--- src/rtl/ivc_pkg.sv ---
package ivc_pkg;
  localparam int unsigned SRC_COUNT = 24;
  // valid source positions: all except bit 10
  localparam logic [SRC_COUNT-1:0] SRC_PRESENT = 24'hFFFBFF;
  // error class: 2, 3, 19, 20, 22
  localparam logic [SRC_COUNT-1:0] SRC_ERRCLS = 24'h58000C;
endpackage

--- src/rtl/ivc_rst_sync.sv ---
module ivc_rst_sync #(
  parameter int unsigned STAGES = 2
) (
  input  logic clk,
  input  logic rst_n,
  output logic rst_n_sync
);
  logic [STAGES-1:0] chain_q;

  always_ff @(posedge clk or negedge rst_n) begin
    if (!rst_n) chain_q <= '0;
    else        chain_q <= {chain_q[STAGES-2:0], 1'b1};
  end

  assign rst_n_sync = chain_q[STAGES-1];
endmodule

--- src/rtl/ivc_cfg.sv ---
module ivc_cfg #(
  parameter int unsigned W = 24,
  parameter logic [W-1:0] MASK_RST = '1
) (
  input  logic         clk,
  input  logic         rst_n,
  input  logic         mask_we,
  input  logic [W-1:0] mask_wd,
  input  logic         clrvec_we,
  input  logic [W-1:0] clrvec_wd,
  input  logic         qual_we,
  input  logic         qual_wd,
  input  logic         shadow_we,
  input  logic [W-1:0] shadow_wd,
  input  logic         pmode_we,
  input  logic         pmode_wd,
  output logic [W-1:0] mask_q,
  output logic [W-1:0] clrvec_q,
  output logic [W-1:0] shadow_q,
  output logic         pmode_q,
  output logic         clr_fire
);
  logic [W-1:0] mask_d, clrvec_d, shadow_d;
  logic         pmode_d, qual_q, qual_d, qual_dly_q;

  always_comb begin
    mask_d   = mask_q;
    clrvec_d = clrvec_q;
    shadow_d = shadow_q;
    pmode_d  = pmode_q;
    qual_d   = qual_q;
    if (mask_we)   mask_d   = mask_wd;
    if (clrvec_we) clrvec_d = clrvec_wd;
    if (shadow_we) shadow_d = shadow_wd;
    if (pmode_we)  pmode_d  = pmode_wd;
    if (qual_we)   qual_d   = qual_wd;
  end

  always_ff @(posedge clk or negedge rst_n) begin
    if (!rst_n) begin
      mask_q     <= MASK_RST;
      clrvec_q   <= '0;
      shadow_q   <= '0;
      pmode_q    <= 1'b0;
      qual_q     <= 1'b0;
      qual_dly_q <= 1'b0;
    end else begin
      mask_q     <= mask_d;
      clrvec_q   <= clrvec_d;
      shadow_q   <= shadow_d;
      pmode_q    <= pmode_d;
      qual_q     <= qual_d;
      qual_dly_q <= qual_q;
    end
  end

  // rising edge of the stored qualifier
  assign clr_fire = qual_q & ~qual_dly_q;

  p_fire_single_r5: assert property (@(posedge clk) disable iff (!rst_n)
    clr_fire |=> !clr_fire);
  p_fire_cause_r5: assert property (@(posedge clk) disable iff (!rst_n)
    clr_fire |-> $past(qual_we && qual_wd));
endmodule

--- src/rtl/ivc_status.sv ---
module ivc_status #(
  parameter int unsigned W = 24,
  parameter logic [W-1:0] PRESENT = '1
) (
  input  logic         clk,
  input  logic         rst_n,
  input  logic [W-1:0] evt_i,
  input  logic [W-1:0] shadow_q,
  input  logic         clr_fire,
  input  logic [W-1:0] clrvec_q,
  output logic [W-1:0] set_vec,
  output logic [W-1:0] keep_vec,
  output logic [W-1:0] status_q
);
  logic [W-1:0] status_d;

  assign set_vec  = evt_i & PRESENT & ~shadow_q;
  assign keep_vec = status_q & ~(clr_fire ? clrvec_q : '0);

  for (genvar i = 0; i < W; i++) begin : g_bit
    if (PRESENT[i]) begin : g_src
      // event has priority over a clear in the same cycle
      always_comb status_d[i] = keep_vec[i] | set_vec[i];

      always_ff @(posedge clk or negedge rst_n) begin
        if (!rst_n) status_q[i] <= 1'b0;
        else        status_q[i] <= status_d[i];
      end

      p_set_r2: assert property (@(posedge clk) disable iff (!rst_n)
        (evt_i[i] && !shadow_q[i]) |=> status_q[i]);
      p_hold_r2: assert property (@(posedge clk) disable iff (!rst_n)
        $fell(status_q[i]) |-> $past(clr_fire && clrvec_q[i]));
      p_bypass_r8: assert property (@(posedge clk) disable iff (!rst_n)
        (evt_i[i] && shadow_q[i] && !status_q[i]) |=> !status_q[i]);
    end else begin : g_hole
      always_comb status_d[i] = 1'b0;
      always_comb status_q[i] = 1'b0;
    end
  end
endmodule

--- src/rtl/ivc_out.sv ---
module ivc_out #(
  parameter int unsigned W = 24,
  parameter logic [W-1:0] PRESENT = '1,
  parameter logic [W-1:0] ERRCLS  = '0
) (
  input  logic         clk,
  input  logic         rst_n,
  input  logic [W-1:0] evt_i,
  input  logic [W-1:0] shadow_q,
  input  logic [W-1:0] mask_q,
  input  logic [W-1:0] status_q,
  input  logic [W-1:0] set_vec,
  input  logic [W-1:0] keep_vec,
  input  logic         pmode_q,
  output logic         irq_o,
  output logic         err_o
);
  logic pulse_q, pulse_d, shad_q, shad_d, level;

  always_comb begin
    pulse_d = |(set_vec & ~keep_vec & ~mask_q);
    shad_d  = |(evt_i & shadow_q & PRESENT & ~mask_q);
  end

  always_ff @(posedge clk or negedge rst_n) begin
    if (!rst_n) begin
      pulse_q <= 1'b0;
      shad_q  <= 1'b0;
    end else begin
      pulse_q <= pulse_d;
      shad_q  <= shad_d;
    end
  end

  assign level = |(status_q & ~mask_q);
  assign irq_o = (pmode_q ? pulse_q : level) | shad_q;
  assign err_o = |(status_q & ~mask_q & ERRCLS);

  p_level_r4: assert property (@(posedge clk) disable iff (!rst_n)
    (!pmode_q && |(status_q & ~mask_q)) |-> irq_o);
  p_err_src_r9: assert property (@(posedge clk) disable iff (!rst_n)
    err_o |-> |(status_q & ERRCLS));
  p_pulse_cause_r7: assert property (@(posedge clk) disable iff (!rst_n)
    pulse_q |-> $past(|set_vec));
endmodule

--- src/rtl/irq_vector_ctrl.sv ---
module irq_vector_ctrl
  import ivc_pkg::*;
#(
  parameter int unsigned NUM_SRC = SRC_COUNT,
  parameter logic [NUM_SRC-1:0] PRESENT = SRC_PRESENT,
  parameter logic [NUM_SRC-1:0] ERRCLS  = SRC_ERRCLS
) (
  input  logic               clk,
  input  logic               rst_n,
  input  logic [NUM_SRC-1:0] evt_i,
  input  logic               mask_we,
  input  logic [NUM_SRC-1:0] mask_wd,
  input  logic               clrvec_we,
  input  logic [NUM_SRC-1:0] clrvec_wd,
  input  logic               qual_we,
  input  logic               qual_wd,
  input  logic               shadow_we,
  input  logic [NUM_SRC-1:0] shadow_wd,
  input  logic               pmode_we,
  input  logic               pmode_wd,
  output logic [NUM_SRC-1:0] status_o,
  output logic               irq_o,
  output logic               err_o
);
  logic               rst_s_n;
  logic [NUM_SRC-1:0] mask_q, clrvec_q, shadow_q, set_vec, keep_vec, status_q;
  logic               pmode_q, clr_fire;

  ivc_rst_sync #(.STAGES(2)) u_rst (
    .clk(clk), .rst_n(rst_n), .rst_n_sync(rst_s_n)
  );

  ivc_cfg #(.W(NUM_SRC), .MASK_RST(PRESENT)) u_cfg (
    .clk(clk), .rst_n(rst_s_n),
    .mask_we(mask_we), .mask_wd(mask_wd),
    .clrvec_we(clrvec_we), .clrvec_wd(clrvec_wd),
    .qual_we(qual_we), .qual_wd(qual_wd),
    .shadow_we(shadow_we), .shadow_wd(shadow_wd),
    .pmode_we(pmode_we), .pmode_wd(pmode_wd),
    .mask_q(mask_q), .clrvec_q(clrvec_q), .shadow_q(shadow_q),
    .pmode_q(pmode_q), .clr_fire(clr_fire)
  );

  ivc_status #(.W(NUM_SRC), .PRESENT(PRESENT)) u_status (
    .clk(clk), .rst_n(rst_s_n), .evt_i(evt_i), .shadow_q(shadow_q),
    .clr_fire(clr_fire), .clrvec_q(clrvec_q),
    .set_vec(set_vec), .keep_vec(keep_vec), .status_q(status_q)
  );

  ivc_out #(.W(NUM_SRC), .PRESENT(PRESENT), .ERRCLS(ERRCLS)) u_out (
    .clk(clk), .rst_n(rst_s_n), .evt_i(evt_i), .shadow_q(shadow_q),
    .mask_q(mask_q), .status_q(status_q), .set_vec(set_vec),
    .keep_vec(keep_vec), .pmode_q(pmode_q), .irq_o(irq_o), .err_o(err_o)
  );

  assign status_o = status_q;

  p_hole_quiet_r3: assert property (@(posedge clk) disable iff (!rst_s_n)
    evt_i[10] |=> !status_o[10]);
endmodule

--- config.mk ---
export PLATFORM = sky130hd
export DESIGN_NAME = irq_vector_ctrl
export DESIGN_NICKNAME = d
export VERILOG_FILES = /design/src/rtl/ivc_pkg.sv /design/src/rtl/ivc_rst_sync.sv /design/src/rtl/ivc_cfg.sv /design/src/rtl/ivc_status.sv /design/src/rtl/ivc_out.sv /design/src/rtl/irq_vector_ctrl.sv
export SDC_FILE = /design/constraint.sdc
export NUM_CORES = 1
export LEC_CHECK = 0
export BUFFER_PORTS_ARGS = -buffer_cell sky130_fd_sc_hd__buf_2
export CORE_ASPECT_RATIO = 1.25
export CORE_MARGIN = 2
export CORE_UTILIZATION = 35
export CTS_BUF_LIST = sky130_fd_sc_hd__clkbuf_8
export CTS_CLUSTER_SIZE = 30
export DETAILED_ROUTE_END_ITERATION = 12
export GPL_TIMING_DRIVEN = 0
export PLACE_DENSITY_LB_ADDON = 0.08
export SLEW_MARGIN = 25
export SYNTH_ARGS = -nofsm -noshare
export SYNTH_HDL_FRONTEND = slang
export SYNTH_HIERARCHICAL = 1
export SYNTH_SLANG_ARGS = --single-unit
--- constraint.sdc ---
create_clock -name clk -period 8.4 [get_ports clk]
set_input_delay 1.68 -clock clk [delete_from_list [all_inputs] [get_ports clk]]
set_output_delay 1.68 -clock clk [all_outputs]
set_load 0.01 [all_outputs]
Word-level counts from Yosys, hierarchy flattened:

Cells that the tools add are included.

* logic and storage cells: 75
* output and inout bits: 26
* bits in registers: 102
* input port bits: 105

* bitwise operators: 37
* reduce and logical (&&, ||, !) cells: 4
* mux-type cells: 2

Operators by type and width (count)
* $and 24x24->24: 7
* $not 24->24: 4
* $reduce_or 24->1: 3
* $mux 24: 1
* $or 1x1->1: 24
* $reduce_or 5->1: 1
* $and 1x1->1: 1
* $mux 1: 1
* $not 1->1: 1

Logic depth before layout (Yosys ltp):

Gate-level depths: netlist of the first run.

* word-level depth: 9
* depth in mapped cells: 7
* depth with buffers taken out: 6

Modules after synthesis:

Netlist of the first run, hierarchy kept.

By module, submodules not included
* ivc_cfg: area an instance 3124.2 um^2, sequential area each 1905.6 um^2, cells an instance 159, times used 1
* ivc_status: area an instance 1072.3 um^2, sequential area each 575.6 um^2, cells an instance 98, times used 1
* ivc_out: area an instance 669.4 um^2, sequential area each 50.0 um^2, cells an instance 121, times used 1
* ivc_rst_sync: area an instance 53.8 um^2, sequential area each 50.0 um^2, cells an instance 3, times used 1

Worst setup path before layout of the first run:

OpenSTA, ideal clock, no wires.

* path type: reg2out
* start: register u_cfg.mask_q[13]
* end: output irq_o
* required time: 6.720 ns
* arrival: 1.598 ns
* buffers on the path: 0
* stages on the path, launching flop included: 5
* slack: 5.122 ns
* cell sequence: dfstp_2 > or2b_1 > o2111ai_1 > or4_1 > o32a_1

* word-level cells in the longest chain between the ends: 5

Ends and longest elaborated chain
* start, declared: line ivc_cfg.sv:17 `output logic [W-1:0] mask_q,`
* start signal, assigned: line ivc_cfg.sv:48 `mask_q <= mask_d;`
* $not 24->24: line ivc_out.sv:35 `assign level = |(status_q & ~mask_q);`
* $and 24x24->24
* $reduce_or 24->1: line ivc_out.sv:35
* $mux 1: line ivc_out.sv:36 `assign irq_o = (pmode_q ? pulse_q : level) | shad_q;`
* $or 1x1->1: line ivc_out.sv:36
* end, declared: line irq_vector_ctrl.sv:22 `output logic irq_o,`

Every way passes these cells.

Final worst setup path of the first run:

* start: register u_cfg.mask_q[2]
* end: output irq_o

The elaborated chain is that of the path after synthesis.

==> reports/qor.yml, run 1 <==
period_needed_ps: 4140
avgViaCountPerCell: 4.74
num_io_pins: 131
gp_congestion: 0.797
hold_path.class: "flop to asynchronous set/reset pin"
cp-end-kind: "output port"
start_kind: "flop"
grt_overflow_total: 0
routedWlPerCell_um: 19.6
die_area_mm2: 0.0148
clk_latency_ps: 380
grt_pass1_wl_mm: 20.5
avgSynthCellArea_um2: 12.8
power_frac_seq_pct: 52.4
max-cap-violations: 0
worst-path-max-fanout: 4
die_h_um: 135
grt_antenna_before_repair: 0
io_buffer_count: 123
skew_ps: 13.7
setup_viol: 0
max_freq_ghz: 0.242
drt_iter0_markers: 159
yosysWarnings: 6
ctsHoldBuffers: 0
switching_share_pct: 29.3
clkPwrFrac_pct: 25.2
p_sw_w: 0.000337
slew_violations: 0
cts.sinks: 100
nNetsFinal: 620
wl_met1_mm: 5.94
power.leakage_nw: 2.83
p_per_area_mw_per_mm2: 194
layout-drive-gt1-share_pct: 48.8
min_period_over_period_pct: 49.2
drtAntennaViolNets: 0
wl_met2_mm: 6.78
top_layer_used: "met4"
hpwl_mm: 10.3
setup-tns-final_ps: 0
ir_drop_uv: 79.5
dieWidth_um: 109
hold_viol_final: 0
clk_pin_slew_ps: 100
grt_usage_pct: 19.4
grt_max_degree: 46
rsz0062_at_grt: "no"
vias: 3297
cts_buffers: 9
grt_pass1_vias: 3577
critPathKind: "flop to output port"
placed_area_mm2: 0.00574
syn_inst: 377
postCtsSetupBuffers: 0
start_util_pct: 35.5
cts_tree: "built"
intPower_w: 0.000811
cts_max_level: 3
cts_root_buffer: "clkbuf_8"
cts_resized: 0
final_cell_area_mm2: 0.00592
num_rows: 48
worstPathArrival_ps: 2460
tightestPinTransition_ps: 548
drc_errors: 0
routed-wl-met3_um: 723
clockBufferDepth: 2
relSlewSlack_pct: 63.5
worstPathRequired_ps: 6720
syn2layout_area_growth_pct: 22.3
syn_area_mm2: 0.00484
coreArea_mm2: 0.0136
status: "finished, final reports clean"
p_comb_share_pct: 22.4
routed_wl_mm: 13.7
dr.pass1.iters: 4
antennaDiodeCount: 0
-- cell usage in the layout, fill, tap and decap left out --
| cell | n |
|---|---|
| mux2_2 | 14 |
| a21oi_1 | 1 |
| buf_2 | 125 |
| or2_2 | 3 |
| a22oi_1 | 11 |
| nand2b_1 | 6 |
| o22ai_1 | 15 |
| dfstp_2 | 23 |
| nand4_1 | 2 |
| conb_1 | 4 |
| buf_4 | 3 |
| nand3_1 | 1 |
| buf_6 | 3 |
| clkinv_2 | 3 |
| or4_1 | 3 |
| o32a_1 | 1 |
| inv_1 | 19 |
| a222oi_1 | 1 |
| nor2b_1 | 24 |
| a21boi_0 | 3 |
| nand2_1 | 25 |
| a21boi_1 | 20 |
| or2_1 | 20 |
| nor4_1 | 3 |
| buf_12 | 6 |
| o2111ai_1 | 2 |
| clkbuf_8 | 11 |
| nor3b_1 | 1 |
| o221ai_1 | 1 |
| mux2_4 | 58 |
| dfrtp_4 | 1 |
| nor2_1 | 25 |
| buf_16 | 2 |
| o21ai_0 | 1 |
| dfrtp_1 | 76 |
| clkinv_4 | 1 |
| o22ai_4 | 1 |
| or2b_1 | 1 |
-- power by group through the flow --
stage,clock (W),combinational [W],sequential (W)
global placement,0,0.000245,0.000619
floorplan,0,0.000151,0.000609
finish,0.000289,0.000256,0.000601
CTS,0.000302,0.000261,0.000603
detailed placement,0,0.000260,0.000612
global route,0.000319,0.000282,0.000611
-- worst max-delay path: stages, from the launching register on --
cell,delay [ps]
dfstp_2,590
inv_1,50
a222oi_1,520
o221ai_1,340
o32a_1,430
buf_2,150
-- stage by stage --
stage	util, %	setup slack [ps]	total power (W)	std cells	hold WS [ps]
2_1_floorplan	-	5120	0.000760	379	331
3_3_place_gp	41.7	4060	0.000864	677	337
3_5_place_dp	42.1	4690	0.000871	679	167
4_1_cts	43.4	4260	0.00117	695	169
5_1_grt	43.4	4200	0.00121	695	184
6_report	43.4	4260	0.00115	695	164
-- final timing paths --
kind / endpoint / slack (ps) / start / cells past startpoint
min: u_cfg/clrvec_q[16]$_DFFE_PN0P_ / 160 / u_rst/chain_q[1]$_DFF_PN0_ / 0
min reg2reg: u_cfg/clrvec_q[16]$_DFFE_PN0P_ / 160 / u_rst/chain_q[1]$_DFF_PN0_ / 0
max in group asynchronous: u_rst/chain_q[1]$_DFF_PN0_ / 7220 / rst_n / 1
max reg2reg: u_out/pulse_q$_DFF_PN0_ / 6260 / u_cfg/qual_q$_DFFE_PN0P_ / 7
min in group clk: u_rst/chain_q[1]$_DFF_PN0_ / 360 / u_rst/chain_q[0]$_DFF_PN0_ / 0
max: irq_o / 4260 / u_cfg/mask_q[2]$_DFFE_PN1P_ / 5
-- layer usage --
layer  GRT usage (%)  up-vias
met2            32.2       99
met1            25.5     1610
met5               0        -
li1                -     1578
met4            7.31        0
met3            2.98       10
-- cell type report --
cell class	count	area, um^2
buffer	14	186
clock buffer	11	151
clock inverter	5	27.5
fill	1315	7710
inverter	18	67.6
multi-input combinational	247	2060
sequential	100	2530
tap	175	219
timing repair buffer	125	671
-- sequential cells by signal, summed over array words and instances, names as in the netlist --
| signal | flops |
|---|---|
| u_cfg/clrvec_q | 23 |
| u_cfg/qual_q | 1 |
| u_cfg/pmode_q | 1 |
| u_out/shad_q | 1 |
| u_out/pulse_q | 1 |
| u_cfg/qual_dly_q | 1 |
| u_status/status_q | 23 |
| u_cfg/mask_q | 24 |
| u_rst/chain_q | 2 |
| u_cfg/shadow_q | 23 |
(Power assumes the default switching activity.)
==> inputs of run 2 (changes only) <==
--- a/config.mk
+++ b/config.mk
@@ -5,6 +5,7 @@
 export SDC_FILE = /design/constraint.sdc
 export NUM_CORES = 1
 export LEC_CHECK = 0
+export ABC_AREA = 1
 export BUFFER_PORTS_ARGS = -buffer_cell sky130_fd_sc_hd__buf_2
 export CORE_ASPECT_RATIO = 1.25
 export CORE_MARGIN = 2
==> constraint.sdc (replaced) <==
create_clock -name clk -period 3.9 [get_ports clk]
set_input_delay 0.78 -clock clk [delete_from_list [all_inputs] [get_ports clk]]
set_output_delay 0.78 -clock clk [all_outputs]
set_load 0.01 [all_outputs]
==> run 2 against run 1 <==
Compared with the run above:
- total power increased by 110%
- final cell count increased by 43%
- non-clock buffer count grew 6
- die area rose by 3.4%
- setup slack got worse by 2800 ps
- sequential power grew 110%
- critical path type unchanged
- largest cell class unchanged
==> reports/qor.yml, run 2 <==
switching_share_pct: 31.2
setup-tns-final_ps: 0
num_rows: 48
layout-drive-gt1-share_pct: 27.6
clk_latency_ps: 380
path_buf_inv: 2
grt_antenna_before_repair: 0
critPathMostFrequentCell: "nand2_1"
num_io_pins: 131
skew_ps: 8.10
critPathTopFamily: "simple AND/OR/NAND/NOR gates"
placed_area_mm2: 0.00591
max-cap-violations: 0
critPathSlowestCell: "dfstp_2"
dieWidth_um: 111
power_frac_seq_pct: 52.1
power.leakage_nw: 3.51
fin_cells: 991
dr.pass1.iters: 4
cp-end-kind: "output port"
layout_commonest_cell: "nand2_1"
hold_path.class: "input pin to asynchronous set/reset pin"
avgViaCountPerCell: 4.34
die_h_um: 138
drt_iter0_markers: 194
cts_buffers: 9
p_total_w: 0.00239
r2r_start: "u_cfg/qual_q$_DFFE_PN0P_"
period_needed_ps: 2480
yosysWarnings: 6
setup_ws_ps: 1420
final_cell_area_mm2: 0.00610
regMostFlops: "u_cfg/mask_q"
post-place-ws_ps: 1770
syn_inst: 673
max_freq_ghz: 0.403
grt_usage_pct: 19.2
cts_root_buffer: "clkbuf_8"
syn2layout_area_growth_pct: 21.6
grt_max_degree: 48
die_area_mm2: 0.0153
routedWlPerCell_um: 14.1
crit_chain: "inv_1 -> nand2_2 -> nand2_2 -> nor2_1 -> nand2_1 -> nor2_1 -> nand2_1 -> nand2_1 -> nand2_1 -> buf_2"
drc_errors: 0
avgSynthCellArea_um2: 7.45
ctsHoldBuffers: 0
hpwl_mm: 10.9
p_per_area_mw_per_mm2: 392
clkPwrFrac_pct: 28.1
cts_tree: "built"
clk_pin_slew_ps: 100
min_period_over_period_pct: 63.7
cp.depth: 10
largest_register_ffs: 24
worstPathArrival_ps: 1700
cts_max_level: 3
cts.sinks: 100
nNetsFinal: 916
rr_endpoint: "u_out/pulse_q$_DFF_PN0_"
io_buffer_count: 123
intPower_w: 0.00165
grt_overflow_total: 0
setup_viol: 0
drtAntennaViolNets: 0
cts_resized: 0
grt_pass1_vias: 4430
hold_viol_final: 0
gp_congestion: 0.785
p_sw_w: 0.000746
start_kind: "flop"
layout_common_cells: "353 x nand2_1, 123 x buf_2, 87 x inv_1"
grt_pass1_wl_mm: 22.2
r2r_setup_slack_ps: 2150
worstPathRequired_ps: 3120
dp_cells: 975
start_util_pct: 36.0
routed_wl_mm: 14.0
coreArea_mm2: 0.0139
p_comb_share_pct: 19.8
vias: 4297
worst-path-max-fanout: 3
crit_path_max_incr_delay_ps: 550
syn_area_mm2: 0.00501
slew_violations: 0
antennaDiodeCount: 0
ir_drop_uv: 206
postCtsSetupBuffers: 0
reg2regPathDepth: 13
clockBufferDepth: 2
rsz0062_at_grt: "no"
status: "finished, final reports clean"
critPathKind: "flop to output port"
-- run 2: power by group through the flow --
stage | combinational (W) | clock [W] | sequential, W
6_report | 0.000473 | 0.000673 | 0.00125
5_1_grt | 0.000545 | 0.000746 | 0.00126
4_1_cts | 0.000483 | 0.000702 | 0.00125
3_5_place_dp | 0.000481 | 0 | 0.00127
3_3_place_gp | 0.000449 | 0 | 0.00128
2_1_floorplan | 0.000272 | 0 | 0.00127
-- run 2: cell type report --
cell class              count  area, um^2
flip-flops and latches    100        2530
fillers                  1472        7840
clock buffers               9         124
plain buffers              20         238
multi-input cells         453        1850
repair buffers            125         663
clock inverters             7        66.3
inverters                 102         403
well taps                 175         219
-- run 2: how the worst max path moves through the flow --
| stage | start | to | slack (ps) |
|---|---|---|---|
| after global placement | u_rst/chain_q[1]$_DFF_PN0_ | u_cfg/mask_q[10]$_DFFE_PN0P_ | -470 |
| after detailed placement | u_cfg/mask_q[2]$_DFFE_PN1P_ | irq_o | 1770 |
| after CTS | u_cfg/mask_q[2]$_DFFE_PN1P_ | irq_o | 1340 |
| after global routing | u_cfg/mask_q[5]$_DFFE_PN1P_ | irq_o | 1240 |
| after floorplan | u_rst/chain_q[1]$_DFF_PN0_ | u_cfg/clrvec_q[0]$_DFFE_PN0P_ | 950 |
| final | u_cfg/mask_q[2]$_DFFE_PN1P_ | irq_o | 1420 |
-- run 2: routing by layer --
metal,global-route usage [%],vias to the layer above,wire (um)
li1,-,2239,-
met1,23.6,1920,6150
met2,33.4,115,6790
met3,3.30,23,660
met4,8.44,0,396
met5,0,-,0
-- run 2: stage by stage --
| step | util, % | hold WS (ps) |
|---|---|---|
| after global placement | 42.0 | 337 |
| after global routing | 43.8 | 137 |
| after detailed placement | 42.4 | 200 |
| final | 43.8 | 161 |
| after floorplan | - | 331 |
| after CTS | 43.8 | 135 |
==> inputs of run 3 (changes only) <==
==> constraint.sdc (replaced) <==
create_clock -name clk -period 2.5 [get_ports clk]
set_input_delay 0.5 -clock clk [delete_from_list [all_inputs] [get_ports clk]]
set_output_delay 0.5 -clock clk [all_outputs]
set_load 0.01 [all_outputs]
==> run 3 against run 2 <==
Compared with the run above:
- routed wire length fell by 0.49%
- first-iteration DRC count up 13%
- via count decreased by 0.16%
- clock power rose by 59%
- die area is the same
- critical path depth did not move
- setup slack got worse by 1100 ps
- register-to-register slack worse by 1400 ps
- core utilization is essentially flat
- combinational power up 53%
- total power up 57%
- final cell count did not move
- critical endpoint unchanged
- largest power group unchanged
==> reports/qor.yml, run 3 (synthesized netlist as in run 2, its figures left out) <==
die_area_mm2: 0.0153
slew_violations: 0
dieWidth_um: 111
vias: 4290
p_sw_w: 0.00116
die_h_um: 138
relSlewSlack_pct: 53.2
ir_drop_uv: 307
setup_viol: 0
layout_common_cells: "353 x nand2_1, 123 x buf_2, 88 x inv_1"
cts_root_buffer: "clkbuf_8"
cts_max_level: 3
min_period_over_period_pct: 88.3
status: "finished, final reports clean"
intPower_w: 0.00259
power.leakage_nw: 3.50
syn2layout_area_growth_pct: 21.7
layout_commonest_cell: "nand2_1"
power_frac_seq_pct: 52.1
routedWlPerCell_um: 14.1
clkPwrFrac_pct: 28.6
avgViaCountPerCell: 4.33
gp_congestion: 0.779
routed_wl_mm: 13.9
cts_buffers: 9
use_met1_pct: 23.3
p_comb_share_pct: 19.3
critPathKind: "flop to output port"
drt_iter0_markers: 219
setup-tns-final_ps: 0
critPathMostFrequentCell: "nand2_1"
grt_pass1_vias: 4413
grt_use_met3_pct: 3.30
hold_viol_final: 0
clockBufferDepth: 2
r2r_setup_slack_ps: 780
tightestPinTransition_ps: 702
p_per_area_mw_per_mm2: 615
period_needed_ps: 2210
max_freq_ghz: 0.453
cts_tree: "built"
layout-drive-gt1-share_pct: 27.3
switching_share_pct: 30.9
io_buffer_count: 123
num_rows: 48
crit_path_max_incr_delay_ps: 570
worstPathArrival_ps: 1710
met2_usage_pct: 34.2
clk_pin_slew_ps: 90
dr.pass1.iters: 4
start_kind: "flop"
drtAntennaViolNets: 0
utilization_pct: 43.8
skew_ps: 9.18
grt_usage_pct: 19.1
drc_errors: 0
largest_register_ffs: 24
hold_path.class: "input pin to flop"
cts.sinks: 100
start_util_pct: 36.0
grt_max_degree: 51
regMostFlops: "u_cfg/mask_q"
nNetsFinal: 916
cp-end-kind: "output port"
top_usage_layer: "met2"
coreArea_mm2: 0.0139
fillers: 1485
worstPathRequired_ps: 2000
critPathSlowestCell: "dfstp_2"
worst-path-max-fanout: 3
rsz0062_at_grt: "no"
hpwl_mm: 10.8
grt_antenna_before_repair: 1
max-cap-violations: 0
antennaDiodeCount: 0
grt_overflow_total: 0
postCtsSetupBuffers: 0
crit_chain: "inv_2 -> nand2_1 -> nand2_1 -> nor2_1 -> nand2_1 -> nor2_1 -> nand2_1 -> nand2_1 -> nand2_1 -> buf_2"
clk_latency_ps: 380
num_io_pins: 131
grt_pass1_wl_mm: 22.2
-- run 3: changes by cell type in the layout (fill, tap and decap cells not counted), sizes merged --
cell and delta:
clkinvlp +2, dlygate4sd3 +1, buf -1, clkbuf +1
clkinv -3
-- run 3: per-layer routing --
metal,vias to the layer above,part of all wire [%]
li1,2234,-
met2,99,49
met5,-,0
met1,1946,45
met4,0,1.3
met3,11,4.6
-- run 3: path summary, 6_finish.rpt --
kind,from,to,cells past startpoint
min reg2reg,u_rst/chain_q[0]$_DFF_PN0_,u_rst/chain_q[1]$_DFF_PN0_,0
max in group asynchronous,u_rst/chain_q[1]$_DFF_PN0_,u_cfg/mask_q[13]$_DFFE_PN1P_,1
max reg2reg,u_cfg/qual_q$_DFFE_PN0P_,u_out/pulse_q$_DFF_PN0_,13
min in group asynchronous,u_rst/chain_q[1]$_DFF_PN0_,u_cfg/qual_q$_DFFE_PN0P_,0
min,mask_wd[21],u_cfg/mask_q[21]$_DFFE_PN1P_,3
max,u_cfg/mask_q[6]$_DFFE_PN1P_,irq_o,10
-- run 3: critical path: cells and delay by family, from the launching register on --
family,cells,cell delay [ps]
flip-flops,1,570
AND/OR/NAND/NOR,8,580
buffers and inverters,2,180
-- run 3: repair_timing --
action,in CTS,in global routing
gates resized for setup,0,0
hold buffers,1,0
endpoints found under the hold margin,2,0
-- run 3: power by group through the flow --
stage | clock network (W) | registers (W) | logic [W]
after floorplan | 0 | 0.00198 | 0.000425
after global placement | 0 | 0.00200 | 0.000701
after CTS | 0.00111 | 0.00196 | 0.000738
final | 0.00107 | 0.00195 | 0.000724
after detailed placement | 0 | 0.00199 | 0.000735
after global routing | 0.00118 | 0.00198 | 0.000833
-- run 3: cell type report --
cell class / instances / area, um^2 / share of cell area, %
flip-flops and latches: 100 / 2530 / 41.6
plain buffers: 20 / 238 / 3.90
repair buffers: 125 / 653 / 10.7
clock buffers: 10 / 138 / 2.26
inverters: 102 / 403 / 6.61
well taps: 175 / 219 / 3.59
clock inverters: 6 / 65.1 / 1.07
multi-input cells: 453 / 1850 / 30.3
-- run 3: through the flow --
step / worst slack, ps / total power (W) / area, um^2 / hold slack [ps] / instances
6_report: 293 / 0.00375 / 6100 / 313 / 991
5_1_grt: 143 / 0.00399 / 6100 / 301 / 991
4_1_cts: 222 / 0.00381 / 6100 / 291 / 991
3_5_place_dp: 655 / 0.00272 / 5890 / 287 / 974
3_3_place_gp: 92.0 / 0.00270 / 5860 / 285 / 973
2_1_floorplan: 842 / 0.00241 / 5020 / 204 / 675
